[config.mk]
export PLATFORM = sky130hd
export DESIGN_NAME = wide_lane_negotiator
export DESIGN_NICKNAME = d
export VERILOG_FILES = /design/src/rtl/wide_lane_negotiator.sv
export SDC_FILE = /design/constraint.sdc
export NUM_CORES = 1
export LEC_CHECK = 0
export ABC_CLOCK_PERIOD_IN_PS = 8220
export BUFFER_PORTS_ARGS = -buffer_cell sky130_fd_sc_hd__buf_2
export CORE_MARGIN = 1
export CORE_UTILIZATION = 40
export CTS_BUF_LIST = sky130_fd_sc_hd__clkbuf_2 sky130_fd_sc_hd__clkbuf_4 sky130_fd_sc_hd__clkbuf_8
export DETAILED_ROUTE_END_ITERATION = 10
export PLACE_DENSITY = 0.8
export SLEW_MARGIN = 20
export SYNTH_ARGS = -nofsm -noshare
export SYNTH_HDL_FRONTEND = slang
export SYNTH_SLANG_ARGS = --single-unit
[constraint.sdc]
create_clock -name clk -period 8.22 [get_ports clk]
set_input_delay 1.644 -clock clk [delete_from_list [all_inputs] [get_ports clk]]
set_output_delay 1.644 -clock clk [all_outputs]
set_load 0.005 [all_outputs]
[src/rtl/wide_lane_negotiator.sv]
module wide_lane_negotiator #(
  parameter logic [3:0] DAC_CMD = 4'b1101
) (
  input  logic        clk,
  input  logic        rst_n,
  input  logic        start,
  input  logic [63:0] addr,
  input  logic [3:0]  cmd,
  input  logic [63:0] wd_data,
  input  logic [7:0]  wd_be,
  input  logic        wd_last,
  output logic        wd_pop,
  output logic        frame_n,
  output logic        req64_n,
  output logic        irdy_n,
  input  logic        devsel_n,
  input  logic        trdy_n,
  input  logic        ack64_n,
  output logic [31:0] ad_lo,
  output logic [3:0]  cbe_lo_n,
  output logic        ad_lo_oe,
  output logic [31:0] ad_hi,
  output logic [3:0]  cbe_hi_n,
  output logic        ad_hi_oe,
  output logic        par64,
  output logic        par64_oe
);

  typedef enum logic [1:0] {S_IDLE, S_ADR1, S_ADR2, S_DATA} phase_t;

  phase_t      st;
  logic [63:0] addr_q;
  logic [3:0]  cmd_q;
  logic        dual_q, known_q, wide_q, hi_sel_q;
  logic        par_q, par_oe_q;

  wire in_data  = st == S_DATA;
  wire go       = in_data && known_q;
  wire lo_need  = (wd_be[3:0] != 4'h0) || (wd_be[7:4] == 4'h0);
  wire hi_need  = wd_be[7:4] != 4'h0;
  wire sel_hi   = hi_sel_q || !lo_need;
  wire adv_half = !wide_q && !sel_hi && hi_need;
  wire last_ph  = wd_last && (wide_q || sel_hi || !hi_need);
  wire xfer     = go && !trdy_n;
  wire framing  = (st == S_ADR1) || (st == S_ADR2) || (in_data && !(go && last_ph));

  assign frame_n  = !framing;
  assign req64_n  = !framing;
  assign irdy_n   = !go;
  assign wd_pop   = xfer && !adv_half;
  assign ad_lo_oe = st != S_IDLE;
  assign ad_hi_oe = (st == S_ADR1) || (st == S_ADR2) || (in_data && (!known_q || wide_q));
  assign par64    = par_q;
  assign par64_oe = par_oe_q;

  always_comb begin
    ad_lo    = 32'h0;
    cbe_lo_n = 4'hF;
    ad_hi    = 32'h0;
    cbe_hi_n = 4'hF;
    unique case (st)
      S_ADR1: begin
        ad_lo    = addr_q[31:0];
        cbe_lo_n = dual_q ? DAC_CMD : cmd_q;
        ad_hi    = dual_q ? addr_q[63:32] : 32'h0;
        cbe_hi_n = dual_q ? cmd_q : 4'h0;
      end
      S_ADR2: begin
        ad_lo    = addr_q[63:32];
        cbe_lo_n = cmd_q;
        ad_hi    = addr_q[63:32];
        cbe_hi_n = cmd_q;
      end
      S_DATA: begin
        if (go && !wide_q) begin
          ad_lo    = sel_hi ? wd_data[63:32] : wd_data[31:0];
          cbe_lo_n = ~(sel_hi ? wd_be[7:4] : wd_be[3:0]);
        end else begin
          ad_lo    = wd_data[31:0];
          cbe_lo_n = ~wd_be[3:0];
          ad_hi    = wd_data[63:32];
          cbe_hi_n = ~wd_be[7:4];
        end
      end
      default: ;
    endcase
  end

  always_ff @(posedge clk or negedge rst_n) begin
    if (!rst_n) begin
      st       <= S_IDLE;
      addr_q   <= 64'h0;
      cmd_q    <= 4'h0;
      dual_q   <= 1'b0;
      known_q  <= 1'b0;
      wide_q   <= 1'b0;
      hi_sel_q <= 1'b0;
      par_q    <= 1'b0;
      par_oe_q <= 1'b0;
    end else begin
      par_q    <= ^{ad_hi, cbe_hi_n};
      par_oe_q <= ad_hi_oe;
      unique case (st)
        S_IDLE: if (start) begin
          addr_q <= addr;
          cmd_q  <= cmd;
          dual_q <= addr[63:32] != 32'h0;
          st     <= S_ADR1;
        end
        S_ADR1: st <= dual_q ? S_ADR2 : S_DATA;
        S_ADR2: st <= S_DATA;
        S_DATA: begin
          if (!known_q && !devsel_n) begin
            known_q <= 1'b1;
            wide_q  <= !ack64_n;
          end
          if (xfer) begin
            hi_sel_q <= adv_half;
            if (last_ph) begin
              st      <= S_IDLE;
              known_q <= 1'b0;
            end
          end
        end
        default: st <= S_IDLE;
      endcase
    end
  end

endmodule

==> summary.txt, run 1 <==
Run status
  • Outcome: finished clean

Critical path
  • Worst r2r src: st[1]$_DFFE_PN0P_
  • Critical path peak fanout: 19
  • WS Path Type: input port to output port
  • Top Family by Delay on Critical Path: simple AND/OR/NAND/NOR gates
  • WP data required: between 6 and 7 ns
  • Crit Reg-Reg Endpoint: par64$_DFF_PN0_
  • Worst Path Arrival: 4.35 ns
  • Crit. End Element: output port
  • CP dominant cell by count: buf_2
  • Worst setup SP type: input port
  • Crit-path cells: buf_2, nor4_1, a21oi_1, nor3_4, buf_4, mux2_2, a222oi_1, nor2_1, buf_2
  • Worst path slowest cell: nor3_4
  • Buf/Inv on CP: 3
  • Flop2flop setup slack: 4.14 ns
  • Reg2reg path depth: 11
  • Critical Path Max Stage Delay: 0.80 ns

Timing
  • Max_slew headroom: a little over 30%
  • Minimum clock period: roughly 6.0 ns
  • Final period utilization: between 70 and 80%
  • Slew Limit Fails: 0
  • Fmax: between 150 and 200 MHz
  • Setup TNS: 0 ns
  • Final setup vio count: 0
  • RSZ-0062 raised after global routing: false
  • Clk_skew: 0.0103 ns
  • Final Hold Fails: 0
  • Worst slew pin tran: 1.03 ns

Clock tree
  • Sinks on Clock Net: 76
  • Clock Path Buffers: 2
  • # H-tree levels: 3
  • Worst-skew pair later-pin latency: between 0.3 and 0.4 ns
  • Post-CTS Setup Bufs: 0
  • PostCTS Resize Cnt: 0
  • Num CTS Buffers: 9
  • Clk root buf: clkbuf_8
  • Worst-path clk slew: roughly 0.080 ns
  • Hold buffer count at CTS: 0
  • TritonCTS clock tree: done

Logic synthesis
  • Synth unique cells: between 50 and 60
  • Top-area cell type share of the netlist area: between 30% and 40%
  • Async set-or-reset flop fraction in the synthesized netlist: 100%
  • YS warnings: 0
  • Most common cell in the synthesized netlist: mux2_2
  • Synth area leaders: dfrtp_1 34%, mux2_2 20%, a222oi_1 5.7%
  • Post-synth EDFFs: 0
  • Mapped cell area: about 5600 sq um
  • Most used DFF post-synth: dfrtp_1
  • Most instantiated cells after synthesis: 100 x mux2_2, 76 x dfrtp_1, 63 x nor2_1, 53 x a21oi_1, 52 x nand2_1
  • Largest area contributor in the netlist: dfrtp_1
  • Syn nets: between 700 and 800
  • Post-Synthesis Cells: around 600
  • FF+latch count, synth: 76
  • Sequential element share of the synthesized area: ~34%
  • Mean Syn Cell Area: 9.41 sq um

Placement
  • GP Congestion: roughly 0.8
  • Hpwl dp: between 10 and 15 mm
  • # port buffers: ~230

Routing
  • Drt pass-1 iters: 9
  • Drt drc: 0
  • Vias per inst: between 5 and 6
  • Routed len/inst: approximately 19 microns
  • Via count: 5717
  • Total Wirelength: 18.1 mm
  • DR iter-0 viols: approximately 470
  • Post-route ant nets: 0

Final layout
  • Area growth, synth to finish: 24.3%
  • Layout Nets: 944
  • Final core occ: ~52%
  • Antenna cells: 0
  • Share of cells above drive strength 1: between 40% and 50%

GRT
  • GRT overflow: 0
  • GRT Resource Usage Total: 24.9%
  • Largest net degree at the start of global routing: slightly below 80
  • Vias in the first global route: around 5500
  • Number of antenna violations at the first check in global routing: 0
  • First-pass GRT wire length: ~28 mm

Min path
  • HP Class: flip-flop to flip-flop
  • Worst Hold Launch: addr_q[26]$_DFFE_PN0P_
  • Hold path cells: 1
  • End of the worst hold path: addr_q[26]$_DFFE_PN0P_

Die
  • FP Rows: 42
  • DIE WIDTH: between 100 and 150 microns
  • Die span in y: 121 microns
  • I/O pin count: approximately 230
  • Initial Util: a little over two fifths
  • Core area: around 13000 sq um
  • Die area: between 10000 and 15000 sq um

Power
  • PD cells: 444 nW/um^2
  • Static leakage: roughly 3.3 nW
  • Peak supply drop: 0.213 mV

Flow run
  • Maxcap violations: 0
state kept, by name (all words and copies together) (netlist names):
| register | cells |
|---|---|
| addr_q | 64 |
| cmd_q | 4 |
| st | 2 |
| dual_q | 1 |
| hi_sel_q | 1 |
| known_q | 1 |
| par64 | 1 |
| par64_oe | 1 |
| wide_q | 1 |
placed cells by master (no fill, tap or decap), types with 5 or more instances in the layout:
master / instances
and3_1: 7
dfrtp_1: 76
nor2b_1: 21
nand2b_1: 10
clkbuf_8: 10
mux2_2: 100
a21oi_1: 53
xnor2_1: 8
o21ai_0: 17
nor2_1: 63
a222oi_1: 32
nor4_1: 9
a22oi_1: 23
o22ai_1: 9
a2bb2oi_1: 6
a31oi_1: 5
nand2_1: 51
buf_2: 225
report_power, final:
group          total, mW  switching, mW  leakage, nW  internal, mW
sequential         0.775          0.201        0.896         0.573
clock              0.301          0.145        0.107         0.155
combinational       2.03           1.03         2.28          1.00
area by class of cell:
cell class              instances  area, sq um
well taps                     176          220
fillers                      1304         6460
multi-input cells             472         3490
clock inverters                 4         48.8
inverters                       3         11.3
clock buffers                  12          153
flip-flops and latches         76         1900
repair buffers                230         1170
routing by layer:
metal	GRT usage (%)	part of all wire, %	up-vias
li1	-	-	2646
met5	0	0	-
met2	44.1	50	262
met1	30.7	42	2781
met4	7.48	1.9	0
met3	4.34	6.8	28
stage by stage:
step | setup slack (ns) | hold slack (ns) | instances | cell area [sq um] | power [mW]
final | 2.23 | 0.516 | 973 | 6990 | 3.11
after global routing | 1.97 | 0.527 | 973 | 6990 | 3.36
after CTS | 2.13 | 0.515 | 973 | 6990 | 3.13
after detailed placement | 2.18 | 0.498 | 957 | 6790 | 2.81
after global placement | 2.27 | 0.487 | 957 | 6790 | 2.78
after floorplan | 3.19 | 0.479 | 598 | 5630 | 2.21
worst max-delay path by stage:
stage	to	start	cells after the start
6_report	ad_lo[22]	wd_be[0]	9
3_3_place_gp	ad_lo[19]	wd_be[0]	9
4_1_cts	ad_lo[23]	wd_be[0]	9
5_1_grt	ad_lo[28]	wd_be[0]	9
2_1_floorplan	ad_lo[11]	wd_be[0]	7
3_5_place_dp	ad_lo[2]	wd_be[0]	9
kinds of logic (layout without fill, tap and decap cells):
group	Yosys count	after routing	synth area share, %
and+or+nand+nor	178	178	15.0
adders and majority gates	5	5	1.11
AOI/OAI and AO/OA	170	170	21.5
xor gates and xnor gates	15	15	3.31
muxes	104	104	20.7
buffers and inverters	50	249	4.54
DFF	76	76	33.8
Power figures use the tool's default switching activity.
==> run 2: changes to the inputs <==
--- a/config.mk
+++ b/config.mk
@@ -5,13 +5,13 @@
 export SDC_FILE = /design/constraint.sdc
 export NUM_CORES = 1
 export LEC_CHECK = 0
-export ABC_CLOCK_PERIOD_IN_PS = 8220
+export ABC_CLOCK_PERIOD_IN_PS = 5000
 export BUFFER_PORTS_ARGS = -buffer_cell sky130_fd_sc_hd__buf_2
 export CORE_MARGIN = 1
 export CORE_UTILIZATION = 40
 export CTS_BUF_LIST = sky130_fd_sc_hd__clkbuf_2 sky130_fd_sc_hd__clkbuf_4 sky130_fd_sc_hd__clkbuf_8
 export DETAILED_ROUTE_END_ITERATION = 10
-export PLACE_DENSITY = 0.8
+export PLACE_DENSITY = 0.83
 export SLEW_MARGIN = 20
 export SYNTH_ARGS = -nofsm -noshare
 export SYNTH_HDL_FRONTEND = slang
==> constraint.sdc (replaced) <==
create_clock -name clk -period 5 [get_ports clk]
set_input_delay 1 -clock clk [delete_from_list [all_inputs] [get_ports clk]]
set_output_delay 1 -clock clk [all_outputs]
set_load 0.005 [all_outputs]
==> run 2 against run 1 <==
  * Wire length grew 0.35%
  * Via count grew 0.84%
  * Core utilization grew 0.19 points
  * Global-route usage shrank 0.29 points
  * First-iteration DRC count grew 9.9%
  * Clock skew is essentially flat
  * Sequential cell count is the same
  * Design area grew 0.36%
  * Critical endpoint is now ad_lo[1]
  * Sequential power grew 65%
  * Register-to-register slack lost 2.9 ns
  * Total power grew 66%
  * Worst hold slack lost 0.0022 ns
==> summary.txt, run 2 (synthesis gave the netlist of run 1 again) <==
Routing
  • Met2 routed WL: 9.01 mm (about the same)
  • DR iter-0 viols: 512 (+9.9%)
  • Post-route ant nets: 0 (unchanged)
  • Top Metal Used: met4
  • Via count: 5765 (+0.84%)
  • Drt drc: 0 (unchanged)
  • Met3 Wirelength: 1.26 mm (+3.0%)
  • Drt pass-1 iters: 8 (-1)
  • Routed len/inst: 18.6 microns (+0.15%)
  • Vias per inst: 5.91 (+0.63%)
  • WL met1: 7.62 mm (+1.1%)
  • Total Wirelength: 18.2 mm (+0.35%)

Clock tree
  • Worst-path clk slew: 0.07 ns (about the same)
  • Clk root buf: clkbuf_8
  • Sinks on Clock Net: 76 (unchanged)
  • Clock Path Buffers: 2 (unchanged)
  • Num CTS Buffers: 9 (unchanged)
  • PostCTS Resize Cnt: 0 (unchanged)
  • # H-tree levels: 3 (unchanged)
  • Worst-skew pair later-pin latency: 0.36 ns (about the same)
  • Hold buffer count at CTS: 0 (unchanged)
  • TritonCTS clock tree: done
  • Post-CTS Setup Bufs: 0 (unchanged)

Flow run
  • Maxcap violations: 0 (unchanged)

Critical path
  • Worst setup SP type: input port
  • WS Path Type: input port to output port
  • WP data required: 4.00 ns (-2.58 ns)
  • CP dominant cell by count: buf_2
  • Critical path peak fanout: 20 (+1)
  • Worst Path Arrival: 3.66 ns (-0.69 ns)
  • Crit. End Element: output port
  • Worst path slowest cell: nor3_4
  • Buf/Inv on CP: 3 (unchanged)
  • Crit-path cells: buf_2, nor4_1, a21oi_1, nor3_4, buf_4, mux2_2, a222oi_1, nor2_1, buf_2
  • Critical Path Max Stage Delay: 0.74 ns (-0.06 ns)
  • Top Family by Delay on Critical Path: simple AND/OR/NAND/NOR gates

Die
  • Core area: 13500 sq um (unchanged)
  • DIE WIDTH: 121 microns (unchanged)
  • I/O pin count: 227 (unchanged)
  • FP Rows: 42 (unchanged)
  • Die area: 14500 sq um (unchanged)
  • Die span in y: 121 microns (unchanged)
  • Initial Util: 41.8% (unchanged)

Final layout
  • Max reg flops: 64 (unchanged)
  • Commonest non-fill, non-tap cell in the layout: buf_2
  • Final core occ: 52.2% (+0.19 points)
  • Antenna cells: 0 (unchanged)
  • Top reg by flops: addr_q
  • Largest regs: addr_q x64, cmd_q x4, st x2
  • Share of cells above drive strength 1: 45.7% (+0.14 points)
  • Layout Nets: 946 (+0.21%)
  • Most frequent cells in the layout: 225 x buf_2, 100 x mux2_2, 76 x dfrtp_1, 63 x nor2_1, 53 x a21oi_1
  • Area growth, synth to finish: 24.8%

GRT
  • First-pass GRT wire length: 27.8 mm (-1.1%)
  • Largest net degree at the start of global routing: 77 (unchanged)
  • Vias in the first global route: 5510 (-0.38%)
  • GRT Resource Usage Total: 24.6% (-0.29 points)
  • Number of antenna violations at the first check in global routing: 0 (unchanged)
  • GRT overflow: 0 (unchanged)

Run status
  • Outcome: finished clean

Timing
  • Clk_skew: 0.0101 ns (-0.000197 ns)
  • Final Hold Fails: 0 (unchanged)
  • Worst setup margin: 0.339 ns (-1.89 ns)
  • Slew Limit Fails: 0 (unchanged)
  • RSZ-0062 raised after global routing: false
  • Max_slew headroom: 34.2% (+3.1 points)
  • Final setup vio count: 0 (unchanged)
  • Fmax: between 200 and 250 MHz
  • Worst slew pin tran: 0.987 ns (-0.0430 ns)
  • Final period utilization: 93.2%
  • Setup TNS: 0 ns (unchanged)
  • Minimum clock period: between 4 and 5 ns

Placement
  • GP Congestion: 0.831 (+2.7%)
  • # port buffers: 226 (unchanged)
  • Pre-CTS WS: 0.362 ns (-1.82 ns)
  • Hpwl dp: 12.7 mm (+3.1%)

Power
  • Seq pwr share: 24.8% (about the same)
  • Clock Power Share: 10.0% (+0.3 points)
  • Internal power: 2.89 mW (+67%)
  • Combinational power share: 65.2% (-0.2 points)
  • PD cells: 734 nW/um^2 (+65%)
  • Switching share of power: 44.0% (-0.43 points)
  • Sw power: 2.26 mW (+64%)
  • Static leakage: 3.29 nW (+0.46%)
  • Peak supply drop: 0.309 mV (+45%)

Min path
  • HP Class: flip-flop to flip-flop
[run 2: power by group through the flow]
| stage | sequential [mW] | clock, mW | combinational, mW |
|---|---|---|---|
| global placement | 1.27 | 0 | 3.31 |
| finish | 1.28 | 0.513 | 3.36 |
| detailed placement | 1.28 | 0 | 3.36 |
| floorplan | 1.17 | 0 | 2.46 |
| global route | 1.32 | 0.550 | 3.68 |
| CTS | 1.27 | 0.528 | 3.37 |
[run 2: path summary, 6_finish.rpt]
check,start,to,slack [ns],depth (start not counted)
worst max register to register,st[0]$_DFFE_PN0P_,par64$_DFF_PN0_,1.25,12
worst min-delay path,addr_q[11]$_DFFE_PN0P_,addr_q[11]$_DFFE_PN0P_,0.51,1
worst min register to register,addr_q[11]$_DFFE_PN0P_,addr_q[11]$_DFFE_PN0P_,0.51,1
max in group asynchronous,rst_n,addr_q[48]$_DFFE_PN0P_,3.77,1
min in group asynchronous,rst_n,addr_q[15]$_DFFE_PN0P_,0.66,1
worst max-delay path,wd_be[0],ad_lo[1],0.34,9
[run 2: worst register-to-register path, delay by kind of cell (launching register included)]
family,cells,cell delay [ns]
AO/OA/AOI/OAI,3,0.77
XOR/XNOR,4,0.98
adder cells (fa/ha/maj),1,0.78
buffers and inverters,2,0.49
flip-flops,1,0.44
AND/OR/NAND/NOR,2,0.17
[run 2: stage by stage]
| step | instances | hold WS, ns | power [mW] | area, sq um |
|---|---|---|---|---|
| after global routing | 975 | 0.526 | 5.54 | 7020 |
| after detailed placement | 959 | 0.493 | 4.64 | 6800 |
| after CTS | 975 | 0.513 | 5.17 | 7020 |
| final | 975 | 0.513 | 5.15 | 7020 |
| after floorplan | 598 | 0.479 | 3.63 | 5630 |
| after global placement | 959 | 0.488 | 4.58 | 6800 |
[run 2: metal layers]
metal / global-route usage, % / vias up
met2: 42.2 / 289
met4: 8.41 / 0
met5: 0 / -
li1: - / 2641
met3: 4.48 / 23
met1: 31.0 / 2812
[run 2: layout make-up]
cell class | count | area, sq um
fillers | 1281 | 6430
clock inverters | 1 | 30.0
clock buffers | 15 | 181
multi-input cells | 472 | 3490
flip-flops and latches | 76 | 1900
inverters | 3 | 11.3
well taps | 176 | 220
repair buffers | 232 | 1180
==> run 3: changes to the inputs <==
--- a/config.mk
+++ b/config.mk
@@ -8,10 +8,10 @@
 export ABC_CLOCK_PERIOD_IN_PS = 5000
 export BUFFER_PORTS_ARGS = -buffer_cell sky130_fd_sc_hd__buf_2
 export CORE_MARGIN = 1
-export CORE_UTILIZATION = 40
+export CORE_UTILIZATION = 34
 export CTS_BUF_LIST = sky130_fd_sc_hd__clkbuf_2 sky130_fd_sc_hd__clkbuf_4 sky130_fd_sc_hd__clkbuf_8
 export DETAILED_ROUTE_END_ITERATION = 10
-export PLACE_DENSITY = 0.83
+export PLACE_DENSITY = 0.74
 export SLEW_MARGIN = 20
 export SYNTH_ARGS = -nofsm -noshare
 export SYNTH_HDL_FRONTEND = slang
==> run 3 against run 2 <==
  * Total power grew 0.77%
  * First-iteration DRC count shrank 21%
  * Sequential power is essentially flat
  * Largest cell class unchanged
  * Clock power grew 3%
  * Die area grew 17%
  * Largest power group unchanged
  * Clock-buffer cell count shrank 5
  * Worst setup slack gained 0.38 ns
  * Final cell count grew 4.2%
  * Clock skew shrank 0.0014 ns
  * Register-to-register slack lost 0.10 ns
==> summary.txt, run 3 (synthesis gave the netlist of run 1 again) <==
Run status
  • Outcome: finished clean

Placement
  • Post-place instance area: 6860 sq um (+0.85%)
  • # port buffers: 226 (unchanged)
  • Pre-CTS WS: 0.699 ns (+0.337 ns)
  • GP Congestion: 0.784 (-5.6%)
  • Hpwl dp: 13.4 mm (+5.6%)

Critical path
  • Top Family by Delay on Critical Path: buffers and inverters
  • Worst Path Arrival: 3.28 ns (-0.38 ns)
  • WS Path Type: input port to output port
  • Critical Path Max Stage Delay: 0.50 ns (-0.24 ns)
  • CP dominant cell by count: buf_2
  • WP data required: 4.00 ns (about the same)
  • Critical path peak fanout: 32 (+60%)
  • Buf/Inv on CP: 3 (unchanged)
  • Worst setup SP type: input port
  • Crit. End Element: output port
  • Crit-path cells: buf_2, nor4_1, a21oi_1, nor3_4, buf_4, mux2_2, a222oi_1, nor2_1, buf_2
  • Worst path slowest cell: buf_4

Timing
  • Setup TNS: 0 ns (unchanged)
  • Final period utilization: 85.6% (-7.7 points)
  • Clk_skew: 0.00868 ns (-0.00138 ns)
  • Slew Limit Fails: 0 (unchanged)
  • Minimum clock period: 4.28 ns (-0.383 ns)
  • Final Hold Fails: 0 (unchanged)
  • Max_slew headroom: 32.2% (-2.0 points)
  • Worst slew pin tran: 1.02 ns (+0.0295 ns)
  • Worst setup margin: 0.722 ns (+0.383 ns)
  • Final setup vio count: 0 (unchanged)
  • RSZ-0062 raised after global routing: false
  • Fmax: 234 MHz (+9.0%)

Clock tree
  • Post-CTS Setup Bufs: 0 (unchanged)
  • Num CTS Buffers: 9 (unchanged)
  • Clock Path Buffers: 2 (unchanged)
  • Worst-path clk slew: 0.08 ns (about the same)
  • # H-tree levels: 3 (unchanged)
  • PostCTS Resize Cnt: 0 (unchanged)
  • Worst-skew pair later-pin latency: 0.37 ns (about the same)
  • TritonCTS clock tree: done
  • Clk root buf: clkbuf_8
  • Sinks on Clock Net: 76 (unchanged)
  • Hold buffer count at CTS: 0 (unchanged)

Routing
  • Via count: 5698 (-1.2%)
  • Drt pass-1 iters: 7 (-1)
  • Routed len/inst: 18.8 microns (+0.71%)
  • Total Wirelength: 19.1 mm (+4.9%)
  • Drt drc: 0 (unchanged)
  • DR iter-0 viols: 406 (-21%)
  • Vias per inst: 5.61 (-5.2%)
  • Post-route ant nets: 0 (unchanged)

Power
  • Switching share of power: 44.1% (+0.14 points)
  • Peak supply drop: 0.293 mV (-5.3%)
  • Sw power: 2.29 mW (+1.1%)
  • Combinational power share: 65.3% (about the same)
  • Clock Power Share: 10.2% (+0.2 points)
  • Seq pwr share: 24.5% (-0.3 points)
  • Static leakage: 3.29 nW (about the same)
  • Internal power: 2.90 mW (+0.52%)
  • PD cells: 733 nW/um^2 (-0.19%)

Final layout
  • Fin area: 7090 sq um (+0.96%)
  • Area growth, synth to finish: 26.0%
  • Commonest non-fill, non-tap cell in the layout: buf_2
  • Share of cells above drive strength 1: 45.7% (unchanged)
  • Top reg by flops: addr_q
  • Largest regs: addr_q x64, cmd_q x4, st x2
  • Layout Nets: 947 (+0.11%)
  • Most frequent cells in the layout: 225 x buf_2, 100 x mux2_2, 76 x dfrtp_1, 63 x nor2_1, 53 x a21oi_1
  • Max reg flops: 64 (unchanged)

Die
  • FP Rows: 46 (+9.5%)
  • Initial Util: 35.2% (-6.7 points)
  • Core area: 16000 sq um (+19%)
  • I/O pin count: 227 (unchanged)
  • Die span in y: 131 microns (+8.3%)
  • Die area: 17100 sq um (+17%)
  • DIE WIDTH: 131 microns (+8.3%)

GRT
  • Number of antenna violations at the first check in global routing: 1 (+1)
  • GRT Resource Usage Total: 22.3% (-2.3 points)
  • GRT overflow: 0 (unchanged)
  • Largest net degree at the start of global routing: 77 (unchanged)
  • First-pass GRT wire length: 28.9 mm (+4.1%)
  • Vias in the first global route: 5485 (-0.45%)

Flow run
  • Maxcap violations: 0 (unchanged)

Min path
  • HP Class: flip-flop to flip-flop
## run 3: cell count changes in the layout (fill, tap and decap cells not counted)
cell,previous run,this run
clkbuf_8,11,9
bufinv_16,1,2
diode_2,0,1
buf_4,6,7
ha_2,4,3
clkbuf_4,4,1
clkinv_2,0,2
clkinvlp_4,0,1
ha_4,0,1
## run 3: worst register-to-register path, cell delays in order (launching register included)
cell and delay [ns]:
dfrtp_1 0.44, inv_1 0.18, ha_2 0.82, a21o_4 0.51, buf_4 0.29, nand2_1 0.09
a22oi_1 0.19, a2bb2oi_1 0.26, xnor2_1 0.20, xnor3_1 0.36, xnor3_1 0.22, nor2_2 0.04
xnor2_1 0.14
## run 3: per-layer routing
layer | routed length (microns) | share of wire, % | vias to the layer above | global-route usage, %
li1 | - | - | 2642 | -
met1 | 8190 | 43 | 2785 | 29.0
met2 | 9260 | 49 | 244 | 37.5
met3 | 1280 | 6.7 | 27 | 3.75
met4 | 338 | 1.8 | 0 | 7.78
met5 | 0 | 0 | - | 0
## run 3: cell type report
class,instances,area (sq um)
tap,216,270
fill,1612,8910
inverter,3,11.3
antenna,1,2.50
timing repair buffer,233,1190
clock inverter,5,77.6
clock buffer,10,131
sequential,76,1900
multi-input combinational,472,3500
## run 3: final timing paths
| check | to | slack (ns) | from | depth (start not counted) |
|---|---|---|---|---|
| max | ad_lo[16] | 0.72 | wd_be[0] | 9 |
| min | addr_q[0]$_DFFE_PN0P_ | 0.51 | addr_q[0]$_DFFE_PN0P_ | 1 |
| max reg2reg | par64$_DFF_PN0_ | 1.15 | st[0]$_DFFE_PN0P_ | 12 |
| min reg2reg | addr_q[0]$_DFFE_PN0P_ | 0.51 | addr_q[0]$_DFFE_PN0P_ | 1 |
| max in group asynchronous | hi_sel_q$_DFFE_PN0P_ | 3.82 | rst_n | 1 |
| min in group asynchronous | addr_q[15]$_DFFE_PN0P_ | 0.66 | rst_n | 1 |
## run 3: per-stage QoR
step                      total power [mW]  util [%]  hold WS, ns  instances
after floorplan                       3.63         -        0.479        598
after global placement                4.62      42.9        0.488       1000
after detailed placement              4.68      42.9        0.494       1000
after CTS                             5.22      44.2        0.514       1015
after global routing                  5.63      44.3        0.523       1016
final                                 5.19      44.3        0.513       1016
## run 3: power by group through the flow
| stage | clock (mW) | combinational [mW] | sequential, mW |
|---|---|---|---|
| floorplan | 0 | 2.46 | 1.17 |
| detailed placement | 0 | 3.40 | 1.28 |
| global route | 0.564 | 3.74 | 1.32 |
| CTS | 0.544 | 3.41 | 1.26 |
| global placement | 0 | 3.36 | 1.26 |
| finish | 0.530 | 3.39 | 1.27 |
